===== config.mk =====
export PLATFORM = sky130hd
export DESIGN_NAME = ram_fifo_engine
export DESIGN_NICKNAME = d
export VERILOG_FILES = /design/src/rtl/rfe_pkg.sv /design/src/rtl/rfe_arb.sv /design/src/rtl/rfe_ptr_set.sv /design/src/rtl/ram_fifo_engine.sv
export SDC_FILE = /design/constraint.sdc
export NUM_CORES = 1
export LEC_CHECK = 0
export CAP_MARGIN = 20
export CORE_MARGIN = 4
export CORE_UTILIZATION = 30
export CTS_BUF_LIST = sky130_fd_sc_hd__clkbuf_2
export CTS_CLUSTER_DIAMETER = 100
export DETAILED_ROUTE_END_ITERATION = 10
export SLEW_MARGIN = 20
export SYNTH_ARGS = -nofsm -noshare
export SYNTH_HDL_FRONTEND = slang
export SYNTH_SLANG_ARGS = --single-unit
export TNS_END_PERCENT = 30

===== constraint.sdc =====
create_clock -name clk -period 7.6 [get_ports clk]
set_clock_uncertainty 0.05 [all_clocks]
set_input_delay 1.9 -clock clk [delete_from_list [all_inputs] [get_ports clk]]
set_output_delay 1.9 -clock clk [all_outputs]
set_load 0.01 [all_outputs]

===== src/rtl/rfe_pkg.sv =====
package rfe_pkg;
  localparam int SLOT_MAX_LOG = 11;
  localparam int CNT_W = SLOT_MAX_LOG + 1;
  localparam int MIN_BYTES = 32;
  localparam int MAX_CODE = 6;

  localparam logic [2:0] OP_PUSH   = 3'd0;
  localparam logic [2:0] OP_POP    = 3'd1;
  localparam logic [2:0] OP_PEEK   = 3'd2;
  localparam logic [2:0] OP_COMMIT = 3'd3;
  localparam logic [2:0] OP_REWIND = 3'd4;
  localparam logic [2:0] OP_CLEAR  = 3'd5;

  typedef enum logic [1:0] {ST_IDLE, ST_BUSY, ST_DONE} eng_st_e;
endpackage


===== src/rtl/rfe_arb.sv =====
module rfe_arb #(
  parameter int N   = 4,
  parameter int IDW = 2
) (
  input  logic [N-1:0]   req,
  output logic [IDW-1:0] idx,
  output logic           any
);
  always_comb begin
    idx = '0;
    any = |req;
    for (int i = N - 1; i >= 0; i--) begin
      if (req[i]) idx = IDW'(i);
    end
  end

  always_comb begin
    if (any) begin
      p_win_valid_r8: assert (req[idx]);
      p_win_lowest_r8: assert ((req & ((N'(1) << idx) - N'(1))) == '0);
    end
  end
endmodule


===== src/rtl/rfe_ptr_set.sv =====
module rfe_ptr_set
  import rfe_pkg::*;
#(
  parameter int ADDR_W = 12
) (
  input  logic              clk,
  input  logic              rst_n,
  input  logic              exec,
  input  logic [2:0]        op,
  input  logic [ADDR_W-1:0] base,
  input  logic [2:0]        size_code,
  output logic [ADDR_W-1:0] addr,
  output logic              refuse_ovr,
  output logic              refuse_uf,
  output logic              full,
  output logic              empty,
  output logic              err
);
  logic [CNT_W-1:0] wp_q, rp_q, tp_q;
  logic [CNT_W-1:0] wp_d, rp_d, tp_d;
  logic             ovr_q, uf_q, ovr_d, uf_d;
  logic [2:0]       code;
  logic [CNT_W-1:0] size_v, mask, occ, ptr_sel;

  always_comb begin
    code   = (size_code > 3'(MAX_CODE)) ? 3'(MAX_CODE) : size_code;
    size_v = CNT_W'(MIN_BYTES) << code;
    mask   = size_v - CNT_W'(1);
    occ    = wp_q - rp_q;
    full   = (occ == size_v);
    empty  = (occ == '0);
    case (op)
      OP_PUSH: ptr_sel = wp_q;
      OP_PEEK: ptr_sel = tp_q;
      default: ptr_sel = rp_q;
    endcase
    addr       = base + ADDR_W'(ptr_sel & mask);
    refuse_ovr = (op == OP_PUSH) && full;
    refuse_uf  = ((op == OP_POP) && empty) || ((op == OP_PEEK) && (tp_q == wp_q));
    err        = ovr_q | uf_q;
  end

  always_comb begin
    wp_d  = wp_q;
    rp_d  = rp_q;
    tp_d  = tp_q;
    ovr_d = ovr_q | refuse_ovr;
    uf_d  = uf_q | refuse_uf;
    case (op)
      OP_PUSH: if (!full) wp_d = wp_q + CNT_W'(1);
      OP_POP: begin
        if (!empty) begin
          rp_d = rp_q + CNT_W'(1);
          tp_d = rp_q + CNT_W'(1);
        end
      end
      OP_PEEK:   if (tp_q != wp_q) tp_d = tp_q + CNT_W'(1);
      OP_COMMIT: rp_d = tp_q;
      OP_REWIND: tp_d = rp_q;
      OP_CLEAR: begin
        wp_d  = '0;
        rp_d  = '0;
        tp_d  = '0;
        ovr_d = 1'b0;
        uf_d  = 1'b0;
      end
      default: ;
    endcase
  end

  always_ff @(posedge clk or negedge rst_n) begin
    if (!rst_n) begin
      wp_q  <= '0;
      rp_q  <= '0;
      tp_q  <= '0;
      ovr_q <= 1'b0;
      uf_q  <= 1'b0;
    end else if (exec) begin
      wp_q  <= wp_d;
      rp_q  <= rp_d;
      tp_q  <= tp_d;
      ovr_q <= ovr_d;
      uf_q  <= uf_d;
    end
  end

  p_occ_bound_r3: assert property (@(posedge clk) disable iff (!rst_n)
    occ <= size_v);
  p_push_full_r3: assert property (@(posedge clk) disable iff (!rst_n)
    exec && op == OP_PUSH && full |=> $stable(wp_q) && ovr_q);
  p_pop_empty_r4: assert property (@(posedge clk) disable iff (!rst_n)
    exec && op == OP_POP && empty |=> $stable(rp_q) && uf_q);
  p_tmp_window_r6: assert property (@(posedge clk) disable iff (!rst_n)
    (tp_q - rp_q) <= occ);
  p_clear_r7: assert property (@(posedge clk) disable iff (!rst_n)
    exec && op == OP_CLEAR |=> empty && !err);
endmodule


===== src/rtl/ram_fifo_engine.sv =====
module ram_fifo_engine
  import rfe_pkg::*;
#(
  parameter int NREQ   = 4,
  parameter int NSET   = 4,
  parameter int ADDR_W = 12,
  parameter int DATA_W = 8
) (
  input  logic                   clk,
  input  logic                   rst_n,
  input  logic [NREQ-1:0]        req_valid,
  input  logic [3*NREQ-1:0]      req_op,
  input  logic [DATA_W*NREQ-1:0] req_wdata,
  input  logic [2*NREQ-1:0]      map_set,
  input  logic [ADDR_W*NSET-1:0] set_base,
  input  logic [3*NSET-1:0]      set_size,
  input  logic [NSET-1:0]        set_irq_en,
  output logic [NREQ-1:0]        ack,
  output logic [DATA_W-1:0]      rsp_rdata,
  output logic                   rsp_full,
  output logic                   rsp_empty,
  output logic                   rsp_ovr,
  output logic                   rsp_uflow,
  output logic                   ram_en,
  output logic                   ram_we,
  output logic [ADDR_W-1:0]      ram_addr,
  output logic [DATA_W-1:0]      ram_wdata,
  input  logic [DATA_W-1:0]      ram_rdata,
  input  logic                   cpu_req,
  output logic                   cpu_gnt,
  input  logic                   dma_req,
  output logic                   dma_gnt,
  output logic                   irq
);
  localparam int IDW  = (NREQ > 1) ? $clog2(NREQ) : 1;
  localparam int SETW = 2;

  logic [1:0] rsync_q;
  logic       rst_i_n;

  always_ff @(posedge clk or negedge rst_n) begin
    if (!rst_n) rsync_q <= '0;
    else        rsync_q <= {rsync_q[0], 1'b1};
  end
  assign rst_i_n = rsync_q[1];

  logic [IDW-1:0] win_id;
  logic           win_any;

  rfe_arb #(.N(NREQ), .IDW(IDW)) u_arb (
    .req (req_valid),
    .idx (win_id),
    .any (win_any)
  );

  eng_st_e           st_q, st_d;
  logic [IDW-1:0]    id_q, id_d;
  logic [2:0]        op_q, op_d;
  logic [DATA_W-1:0] wd_q, wd_d, rd_q, rd_d;
  logic [SETW-1:0]   set_q, set_d;
  logic              ovr_q, ovr_d, uf_q, uf_d;

  logic [ADDR_W-1:0] s_addr [NSET];
  logic [NSET-1:0]   s_ovr, s_uf, s_full, s_empty, s_err;

  for (genvar s = 0; s < NSET; s++) begin : g_slot
    rfe_ptr_set #(.ADDR_W(ADDR_W)) u_slot (
      .clk        (clk),
      .rst_n      (rst_i_n),
      .exec       ((st_q == ST_BUSY) && (set_q == SETW'(s))),
      .op         (op_q),
      .base       (set_base[s*ADDR_W +: ADDR_W]),
      .size_code  (set_size[s*3 +: 3]),
      .addr       (s_addr[s]),
      .refuse_ovr (s_ovr[s]),
      .refuse_uf  (s_uf[s]),
      .full       (s_full[s]),
      .empty      (s_empty[s]),
      .err        (s_err[s])
    );
  end

  always_comb begin
    st_d  = st_q;
    id_d  = id_q;
    op_d  = op_q;
    wd_d  = wd_q;
    set_d = set_q;
    rd_d  = rd_q;
    ovr_d = ovr_q;
    uf_d  = uf_q;
    case (st_q)
      ST_IDLE: begin
        if (win_any) begin
          st_d  = ST_BUSY;
          id_d  = win_id;
          op_d  = req_op[int'(win_id)*3 +: 3];
          wd_d  = req_wdata[int'(win_id)*DATA_W +: DATA_W];
          set_d = map_set[int'(win_id)*SETW +: SETW];
        end
      end
      ST_BUSY: begin
        st_d  = ST_DONE;
        ovr_d = s_ovr[set_q];
        uf_d  = s_uf[set_q];
        rd_d  = ((op_q == OP_POP || op_q == OP_PEEK) && !s_uf[set_q]) ? ram_rdata : '0;
      end
      default: st_d = ST_IDLE;
    endcase
  end

  always_ff @(posedge clk or negedge rst_i_n) begin
    if (!rst_i_n) begin
      st_q  <= ST_IDLE;
      id_q  <= '0;
      op_q  <= '0;
      wd_q  <= '0;
      set_q <= '0;
      rd_q  <= '0;
      ovr_q <= 1'b0;
      uf_q  <= 1'b0;
    end else begin
      st_q  <= st_d;
      id_q  <= id_d;
      op_q  <= op_d;
      wd_q  <= wd_d;
      set_q <= set_d;
      rd_q  <= rd_d;
      ovr_q <= ovr_d;
      uf_q  <= uf_d;
    end
  end

  always_comb begin
    ram_en    = (st_q == ST_BUSY);
    ram_addr  = ram_en ? s_addr[set_q] : '0;
    ram_we    = ram_en && (op_q == OP_PUSH) && !s_ovr[set_q];
    ram_wdata = ram_we ? wd_q : '0;
    dma_gnt   = dma_req && !ram_en;
    cpu_gnt   = cpu_req && !ram_en && !dma_req;
    irq       = |(s_err & set_irq_en);
    rsp_full  = s_full[set_q];
    rsp_empty = s_empty[set_q];
    rsp_rdata = rd_q;
    rsp_ovr   = ovr_q;
    rsp_uflow = uf_q;
    for (int i = 0; i < NREQ; i++) ack[i] = (st_q == ST_DONE) && (id_q == IDW'(i));
  end

  p_ack_onehot_r9: assert property (@(posedge clk) disable iff (!rst_i_n)
    $onehot0(ack));
  p_ack_single_r9: assert property (@(posedge clk) disable iff (!rst_i_n)
    (|ack) |=> (ack == '0));
  p_ack_after_bus_r9: assert property (@(posedge clk) disable iff (!rst_i_n)
    (|ack) |-> $past(ram_en));
  p_bus_excl_r10: assert property (@(posedge clk) disable iff (!rst_i_n)
    ram_en |-> !cpu_gnt && !dma_gnt);
  p_no_we_refused_r3: assert property (@(posedge clk) disable iff (!rst_i_n)
    ram_we |=> !rsp_ovr);
endmodule


; Word-level counts from Yosys, hierarchy flattened
; Index checks and enable logic that the tools add are counted.
[classes]
eq_ne = 38
reduce_logical = 61
n_mux = 60
n_lt_le_gt_ge = 6
n_mul = 1
n_shift = 7
bitwise_logic = 18
addsub = 24
[op_table]
columns = op, n
row1 = $pmux W12 S2, 8
row2 = $pmux W12 S4, 4
row3 = $mux W12, 15
row4 = $add A12 B1 Y12 const B, 12
row5 = $pmux W12 S3, 4
row6 = $eq A12 B12 Y1, 8
row7 = $add A12 B12 Y12, 4
row8 = $and A12 B12 Y12, 4
row9 = $logic_not A12 Y1, 4
row10 = $ne A12 B12 Y1, 4
row11 = $shl A6 B3 Y12 const A, 4
row12 = $sub A12 B1 Y12 const B, 4
row13 = $sub A12 B12 Y12, 4
row14 = $shiftx A32 B6 Y8, 1
row15 = $logic_and A1 B1 Y1, 26
row16 = $bmux W12 S2, 1
row17 = $reduce_and A3 Y1, 8
row18 = $mux W8, 2
row19 = $ne A2 B2 Y1 const B, 8
row20 = $reduce_and A4 Y1, 4
row21 = $gt A3 B3 Y1 const B, 4
row22 = $mux W1, 12
row23 = $mux W3, 4
row24 = $or A1 B1 Y1, 12
row25 = 25 further kinds, 54
[word_totals]
inputBits = 132
reg_bits = 181
wordCells = 244
out_inout_bits = 41

; Depth between registers and ports, before layout
; Gate-level depths: netlist of the first run.
[logic_depth]
ltp_word = 10
mapped_depth = 19

; Modules after synthesis
; From an unflattened synthesis of the first run, not the netlist that was laid out.
[unflattened]
cells_unflattened = 2413
hier_area_um2 = 19463.7
[modules_own_cells]
columns = module, area_each_um2, n_inst, seq_area_each_um2, cells_per_inst
row1 = rfe_ptr_set (g_slot[1].u_slot ...), 4331.7, 2, 950.9, 568
row2 = rfe_ptr_set (g_slot[0].u_slot), 4362.9, 1, 950.9, 558
row3 = rfe_ptr_set (g_slot[3].u_slot), 4319.1, 1, 950.9, 556
row4 = ram_fifo_engine, 2083.2, 1, 725.7, 156
row5 = rfe_arb, 35.0, 1, 0.0, 7

; Worst setup path before layout of the first run
; OpenSTA, ideal clock, no wires.
[synth_timing]
path_kind = input to output
start = input set_base[36]
end = output ram_addr[10]
n_path_buf = 0
setup_slack_ns = 1.335
path_stages = 12
arrival_time_ns = 4.315
path_cell_list = ha_1 > fa_1 > a21o_1 > a21oi_1 > o21bai_1 > a21oi_1 > o21ai_0 > a21o_1 > a21oi_1 > xor2_1 > mux4_2 > nor2_1
[synth_between]
elab_chain_cells = 5
[synth_lines]
columns = item, line
row1 = from (decl), ram_fifo_engine.sv:15  ; input logic [ADDR_W*NSET-1:0] set_base,
row2 = $add A12 B12 Y12, rfe_ptr_set.sv:37  ; addr = base + ADDR_W'(ptr_sel & mask);
row3 = $bmux W12 S2, ram_fifo_engine.sv:136  ; ram_addr = ram_en ? s_addr[set_q] : '0;
row4 = $mux W12 (implied by the code) (2 in a row), ram_fifo_engine.sv:136
row5 = $mux W12, ram_fifo_engine.sv:136
row6 = to (decl), ram_fifo_engine.sv:26  ; output logic [ADDR_W-1:0] ram_addr,
; Every way passes these cells. The select of a mux whose other input is x is not followed.

; Final worst setup path of the first run
[layout_timing]
start = input set_base[37]
end = output ram_addr[9]
; Same word-level chain as after synthesis.

==> metrics, run 1 <==
I/O Buffers=172; top cells by area, synth=dfrtp_1 (25%), ha_1 (6.9%), o21ai_0 (5.8%); Setup violations, final=0; final wirelength=70.6 mm; fin crit period=7.45 ns; Worst R2R Start=g_slot[2].u_slot.rp_q[1]$_DFFE_PN0P_; flops & latches, synth=181; Sum Neg Setup Slack=0 ns; data arrival time of the critical path=5.50 ns; hold path startpoint=rsync_q[0]$_DFF_PN0_; clk sinks=181; Final Hold Vio Count=0; initial DRC count=1,940; clock latency on the worst-skew pair=0.94 ns; RSZ-0062 raised after global routing=no; most frequent cells after synthesis=o21ai_0 (209), nor2_1 (202), nand2_1 (187); Sequential cell area=0.00454 mm²; fin. max-slew vios=0; Final Net Count=2,591; crit path cell chain=clkdlybuf4s50_1, ha_1, a21o_1, a21oi_1, nor2b_1, o21a_1, o41a_1, a21o_1, a21oi_1, xor2_1, mux4_2, nor2_1, clkdlybuf4s50_1; area occupied by multi-input gates=0.0127 mm²; kind of critical path=input pin to output port; Max Clock Freq=0.134 GHz; global route overflow=0; top cell type's share of synthesized area=25.2%; layout cell share with drive strength beyond 1=8.20%; Area Growth Syn to Fin=16.7%; largest net degree at the start of global routing=70; Crit. End Element=output port; vias in the first global route=17,300; Starting Density=30.4%; Mapped Cells=2,261; DR WL/cell=22.5 µm; Global Route Usage Sum=21.1%; Syn Nets=2,497; mapped cell area=0.0180 mm²; die height=253 µm; startpoint types=input pin; Req. time, crit path=5.65 ns; Layout Utilization=35.5%; # hold bufs at CTS=0; Yosys cell types=91; via count=18,600; Peak supply drop=0.000180 V; Final Cycle Share=98.0%; slowest CP cell=clkdlybuf4s50_1; CP max FO=2; row count=89; full die area=0.0640 mm²; CTS clk-pin slew, worst paths=0.26 ns; type of the tightest min-delay check=flop to flop; residual DRC count=0; worst relative slew slack=30.3%; Post-synth EDFFs=0; Core Area=0.0592 mm²; FILL cells=6,147; Clock Root Buffer=clkbuf_2; average cell area after synthesis=7.96 µm²; antenna-violating nets left=0; CTS H-Tree Depth=4; Main synth FF type=dfrtp_1; die span in x=253 µm; routability cong.=0.972; synth warn=0; worst slew pin tran=1.04 ns; Clock Tree Buf Depth=2; CP max stage delay=0.64 ns; status=complete, no violations; I/O Pins=173; vias per cell=5.91; Leak Pwr=8.55 nW; pwr/cell area=370 mW/mm²; Critical Path Source=set_base[37]; hpwl dp=52.5 mm; max_cap viols=0; first-pass GRT wire length=106 mm; count leader, synth=o21ai_0; fraction of registers with async set/reset=100%; antenna violations before repair=2; register area share after synthesis=25.2%; CTS Buf Count=17; cell accounting for the most synthesized area=dfrtp_1; CTS tree=yes; TritonRoute pass-1 iters=8
layer usage:
metal  vias to the layer above  global-route usage (%)  wire, µm
met5                         -                       0         0
met4                         0                    8.84      3130
met3                       139                    2.30      5490
met2                       865                    33.4     31700
met1                      8989                    29.4     30300
li1                       8575                       -         -
layout make-up:
class	count	share of cell area (%)
Inverter	89	1.59
Clock inverter	12	0.631
Antenna cell	3	0.0357
Clock buffer	19	0.453
Sequential cell	181	21.6
Timing Repair Buffer	240	10.9
Multi-Input combinational cell	1826	60.2
Tap cell	773	4.60
worst max-delay path: cells and delay by family:
kind / cells / cell delay, ns
compound gates: 6 / 1.44
mux: 1 / 0.46
simple gates: 2 / 0.18
xor+xnor: 1 / 0.10
buf+inv: 2 / 1.10
fa+ha+maj: 1 / 0.31
logic make-up after synthesis:
kind of cell | synth area share (%)
AO/OA/AOI/OAI | 26.3
flip-flops | 25.2
multiplexers | 7.48
adder cells (fa/ha/maj) | 7.39
other | 0.0208
buffers and inverters | 5.40
XOR/XNOR | 8.00
AND/OR/NAND/NOR | 20.3
metrics by stage:
step / hold WS [ns] / power [W] / cells / instance area, µm² / setup WS (ns)
2_1_floorplan: 0.281 / 0.00515 / 2261 / 18000 / 1.33
3_3_place_gp: 0.290 / 0.00690 / 3101 / 20600 / 0.0505
3_5_place_dp: 0.293 / 0.00697 / 3101 / 20600 / 0.0845
4_1_cts: 0.349 / 0.00756 / 3133 / 20900 / 0.00148
5_1_grt: 0.357 / 0.00825 / 3142 / 21000 / 0.00161
6_report: 0.344 / 0.00777 / 3143 / 21000 / 0.151
path summary, 6_finish.rpt:
kind	endpoint	slack (ns)	cells after the start
worst max-delay path	ram_addr[9]	0.15	13
worst max register to register	g_slot[2].u_slot.wp_q[6]$_DFFE_PN0P_	3.23	13
worst min-delay path	rsync_q[1]$_DFF_PN0_	0.34	0
worst min register to register	rsync_q[1]$_DFF_PN0_	0.34	0
min in group asynchronous	g_slot[1].u_slot.rp_q[5]$_DFFE_PN0P_	0.38	0
max in group asynchronous	g_slot[0].u_slot.rp_q[2]$_DFFE_PN0P_	5.56	1
registers in the layout (all words and copies together), names as in the netlist:
name	flops
g_slot.u_slot.wp_q	48
rsp_rdata	8
id_q	2
set_q	2
rsp_uflow	1
st_q	2
wd_q	8
g_slot.u_slot.rp_q	48
rsync_q	2
g_slot.u_slot.ovr_q	4
rsp_ovr	1
g_slot.u_slot.uf_q	4
g_slot.u_slot.tp_q	48
op_q	3
report_power, final:
group	internal, W	switching [W]
clock network	0.000151	0.000390
logic	0.00221	0.00325
registers	0.00121	0.000552
placed cells by master (no fill, tap or decap), types with 14 or more instances in the layout:
| cell | n |
|---|---|
| nand2b_1 | 16 |
| nor2_1 | 196 |
| mux2i_1 | 57 |
| o21a_1 | 31 |
| xnor2_1 | 86 |
| o31ai_1 | 14 |
| xor2_1 | 76 |
| mux2_2 | 17 |
| o211ai_1 | 19 |
| nor4_1 | 28 |
| a32oi_1 | 26 |
| a221oi_1 | 14 |
| nand2_1 | 187 |
| a21oi_1 | 141 |
| nand4_1 | 30 |
| o22ai_1 | 17 |
| or3_1 | 31 |
| a211oi_1 | 28 |
| a31oi_1 | 16 |
| dfrtp_1 | 178 |
| o21ai_0 | 203 |
| buf_4 | 65 |
| clkbuf_2 | 19 |
| a22o_1 | 26 |
| clkdlybuf4s50_1 | 171 |
| ha_1 | 100 |
| inv_1 | 86 |
| nor3_1 | 47 |
| a21o_1 | 28 |
| a22oi_1 | 15 |
| and2_1 | 24 |
| mux4_2 | 26 |
| or4_1 | 15 |
| nand3_1 | 63 |
| and3_1 | 56 |
timing repair:
| item | in CTS | in global routing |
|---|---|---|
| gates resized for setup | 4 | 16 |
| setup buffers | 1 | 6 |
| pin swaps | 0 | 2 |
| endpoints found under the setup margin | 12 | 13 |
| gates cloned | 0 | 1 |
Note: power is estimated with default switching activity, not from simulation.
==> run 2: changes to the inputs <==
- CORE_UTILIZATION: 30 -> 40
==> run 2 against run 1 <==
Against the previous run: core utilization grew 11 points; combinational power shrank 2%; sequential cell count is the same; critical path depth is the same; critical endpoint unchanged; die area shrank 24%; cell area shrank 1.6%; cell count shrank 6.1%; register-to-register slack lost 0.05 ns; sequential power is essentially flat; first-iteration DRC count grew 1.4%.
==> metrics, run 2 (synthesis gave the netlist of run 1 again) <==
status=complete, no violations; hpwl dp=51.2 mm (-2.5%); Worst Path Buf+Inv=2 (unchanged); Final Hold Vio Count=0 (unchanged); Crit path max-delay family=compound AO/OA/AOI/OAI gates; CTS Buf Count=17 (unchanged); WHS=0.308 ns (-0.0360 ns); initial DRC count=1,967 (+1.4%); global route overflow=0 (unchanged); Leak Pwr=8.50 nW (-0.59%); layout cell share with drive strength beyond 1=7.85% (-0.35 points); CTS tree=yes; area occupied by multi-input gates=0.0127 mm² (about the same); data arrival time of the critical path=5.50 ns (about the same); die height=220 µm (-13%); first-pass GRT wire length=104 mm (-1.9%); clock latency on the worst-skew pair=0.93 ns (about the same); Peak supply drop=0.000219 V (+21%); row count=77 (-13%); pwr/cell area=370 mW/mm² (about the same); CTS clk-pin slew, worst paths=0.32 ns (+0.06 ns); commonest non-fill, non-tap cell in the layout=o21ai_0; I/O Pins=173 (unchanged); startpoint types=input pin; vias in the first global route=17,300 (+0.035%); FILL cells=4,475 (-27%); Clock Tree Buf Depth=2 (unchanged); routability cong.=0.975 (+0.35%); # hold bufs at CTS=0 (unchanged); vias per cell=6.21 (+5.1%); most frequent cells in the layout=o21ai_0 (203), nor2_1 (196), nand2_1 (187), dfrtp_1 (178), clkdlybuf4s50_1 (172); kind of critical path=input pin to output port; fin. max-slew vios=0 (unchanged); worst slack, placed=0.0417 ns (-0.0428 ns); TritonRoute pass-1 iters=8 (unchanged); Layout Utilization=46.7% (+11 points); clk sinks=181 (unchanged); final total power=0.00765 W (-1.5%); die span in x=220 µm (-13%); biggest regs=g_slot.u_slot.rp_q: 48 flops, g_slot.u_slot.tp_q: 48 flops, g_slot.u_slot.wp_q: 48 flops; I/O Buffers=172 (unchanged); via count=18,300 (-1.3%); crit path cell chain=clkdlybuf4s50_1, ha_1, a21o_1, a21oi_1, nor2b_1, o21a_1, o41a_1, a21o_1, a21oi_1, xor2_1, mux4_2, nor2_1, clkdlybuf4s50_1; final wirelength=68.4 mm (-3.1%); Sum Neg Setup Slack=0 ns (unchanged); Sequential cell area=0.00454 mm² (unchanged); Final Cycle Share=98.0% (about the same); full die area=0.0485 mm² (-24%); Crit. End Element=output port; DR WL/cell=23.2 µm (+3.2%); Starting Density=40.6% (+10 points); Req. time, crit path=5.65 ns (about the same); Global Route Usage Sum=27.8% (+6.7 points); Max Clock Freq=0.134 GHz (about the same); Clock Root Buffer=clkbuf_2; Final Net Count=2,581 (-0.39%); CP max stage delay=0.58 ns (-0.06 ns); residual DRC count=0 (unchanged); Reg2Reg Setup Slack=3.18 ns (-0.05 ns); antenna violations before repair=1 (-1); type of the tightest min-delay check=flop to asynchronous set/reset pin; worst slew pin tran=1.02 ns (-0.0173 ns); largest net degree at the start of global routing=60 (-14%); slowest CP cell=clkdlybuf4s50_1; CTS H-Tree Depth=4 (unchanged); Core Area=0.0443 mm² (-25%); CP max FO=2 (unchanged); antenna-violating nets left=0 (unchanged); Area Growth Syn to Fin=14.8%; Worst Slack Setup Final=0.151 ns (-0.0000920 ns); Setup violations, final=0 (unchanged); max_cap viols=0 (unchanged); worst relative slew slack=31.5% (+1.2 points); fin crit period=7.45 ns (+0.0000920 ns)
-- run 2: cell types whose count changed in the layout (fill, tap and decap cells not counted), sizes merged, moves of 2 or more --
cell      previous run  this run
buf                 68        59
clkinvlp             5         2
inv                 87        94
diode                3         1
-- run 2: metrics by stage --
step	instances	cell area, µm²
after floorplan	2261	18000
after global placement	2915	20300
after detailed placement	2915	20300
after CTS	2948	20600
after global routing	2951	20700
final	2951	20700
-- run 2: final cells by class --
cell class / count / share of cell area, %
Inverter: 89 / 1.62
Clock buffer: 18 / 0.436
Antenna cell: 1 / 0.0121
Multi-Input combinational cell: 1825 / 61.2
Clock inverter: 14 / 0.666
Timing Repair Buffer: 231 / 10.5
Sequential cell: 181 / 21.9
Tap cell: 592 / 3.58
-- run 2: power breakdown --
part	internal [W]	switching [W]	leakage (nW)	total, W
logic	0.00215	0.00318	6.03	0.00533
registers	0.00121	0.000558	2.34	0.00177
clock network	0.000131	0.000413	0.138	0.000544
-- run 2: layer usage --
layer  vias to the layer above  share of wire (%)  wire length, µm  track usage [%]
met4                         0                3.9             2640             10.2
met3                       129                8.7             5970             6.44
met2                       745                 45            31100             43.8
met5                         -                  0                0                0
met1                      8910                 42            28700             37.3
li1                       8542                  -                -                -
-- run 2: timing repair --
item,4_1_cts,5_1_grt
resized for setup,4,17
endpoints found under the hold margin,0,0
endpoints found under the setup margin,12,13
pin swaps,0,1
setup buffers,1,0
-- run 2: path summary, 6_finish.rpt --
kind	startpoint	endpoint	cells after the start
max	set_base[37]	ram_addr[9]	13
min	rsync_q[1]$_DFF_PN0_	g_slot[1].u_slot.tp_q[1]$_DFFE_PN0P_	0
max reg2reg	g_slot[3].u_slot.wp_q[0]$_DFFE_PN0P_	g_slot[3].u_slot.wp_q[7]$_DFFE_PN0P_	12
min reg2reg	rsync_q[1]$_DFF_PN0_	g_slot[1].u_slot.tp_q[1]$_DFFE_PN0P_	0
max in group asynchronous	rsync_q[1]$_DFF_PN0_	rsp_rdata[0]$_DFFE_PN0P_	1
min in group clk	rsync_q[0]$_DFF_PN0_	rsync_q[1]$_DFF_PN0_	0
-- run 2: worst register-to-register path: stages (launching register included) --
cell,delay (ns)
dfrtp_1,0.71
inv_1,0.09
ha_1,0.21
nor2b_1,0.33
o31ai_4,0.16
a21oi_1,0.22
o211ai_1,0.18
or4b_2,0.66
o211ai_1,0.17
o2111ai_1,0.29
a31oi_2,0.87
o21ai_0,0.25
a21oi_1,0.17
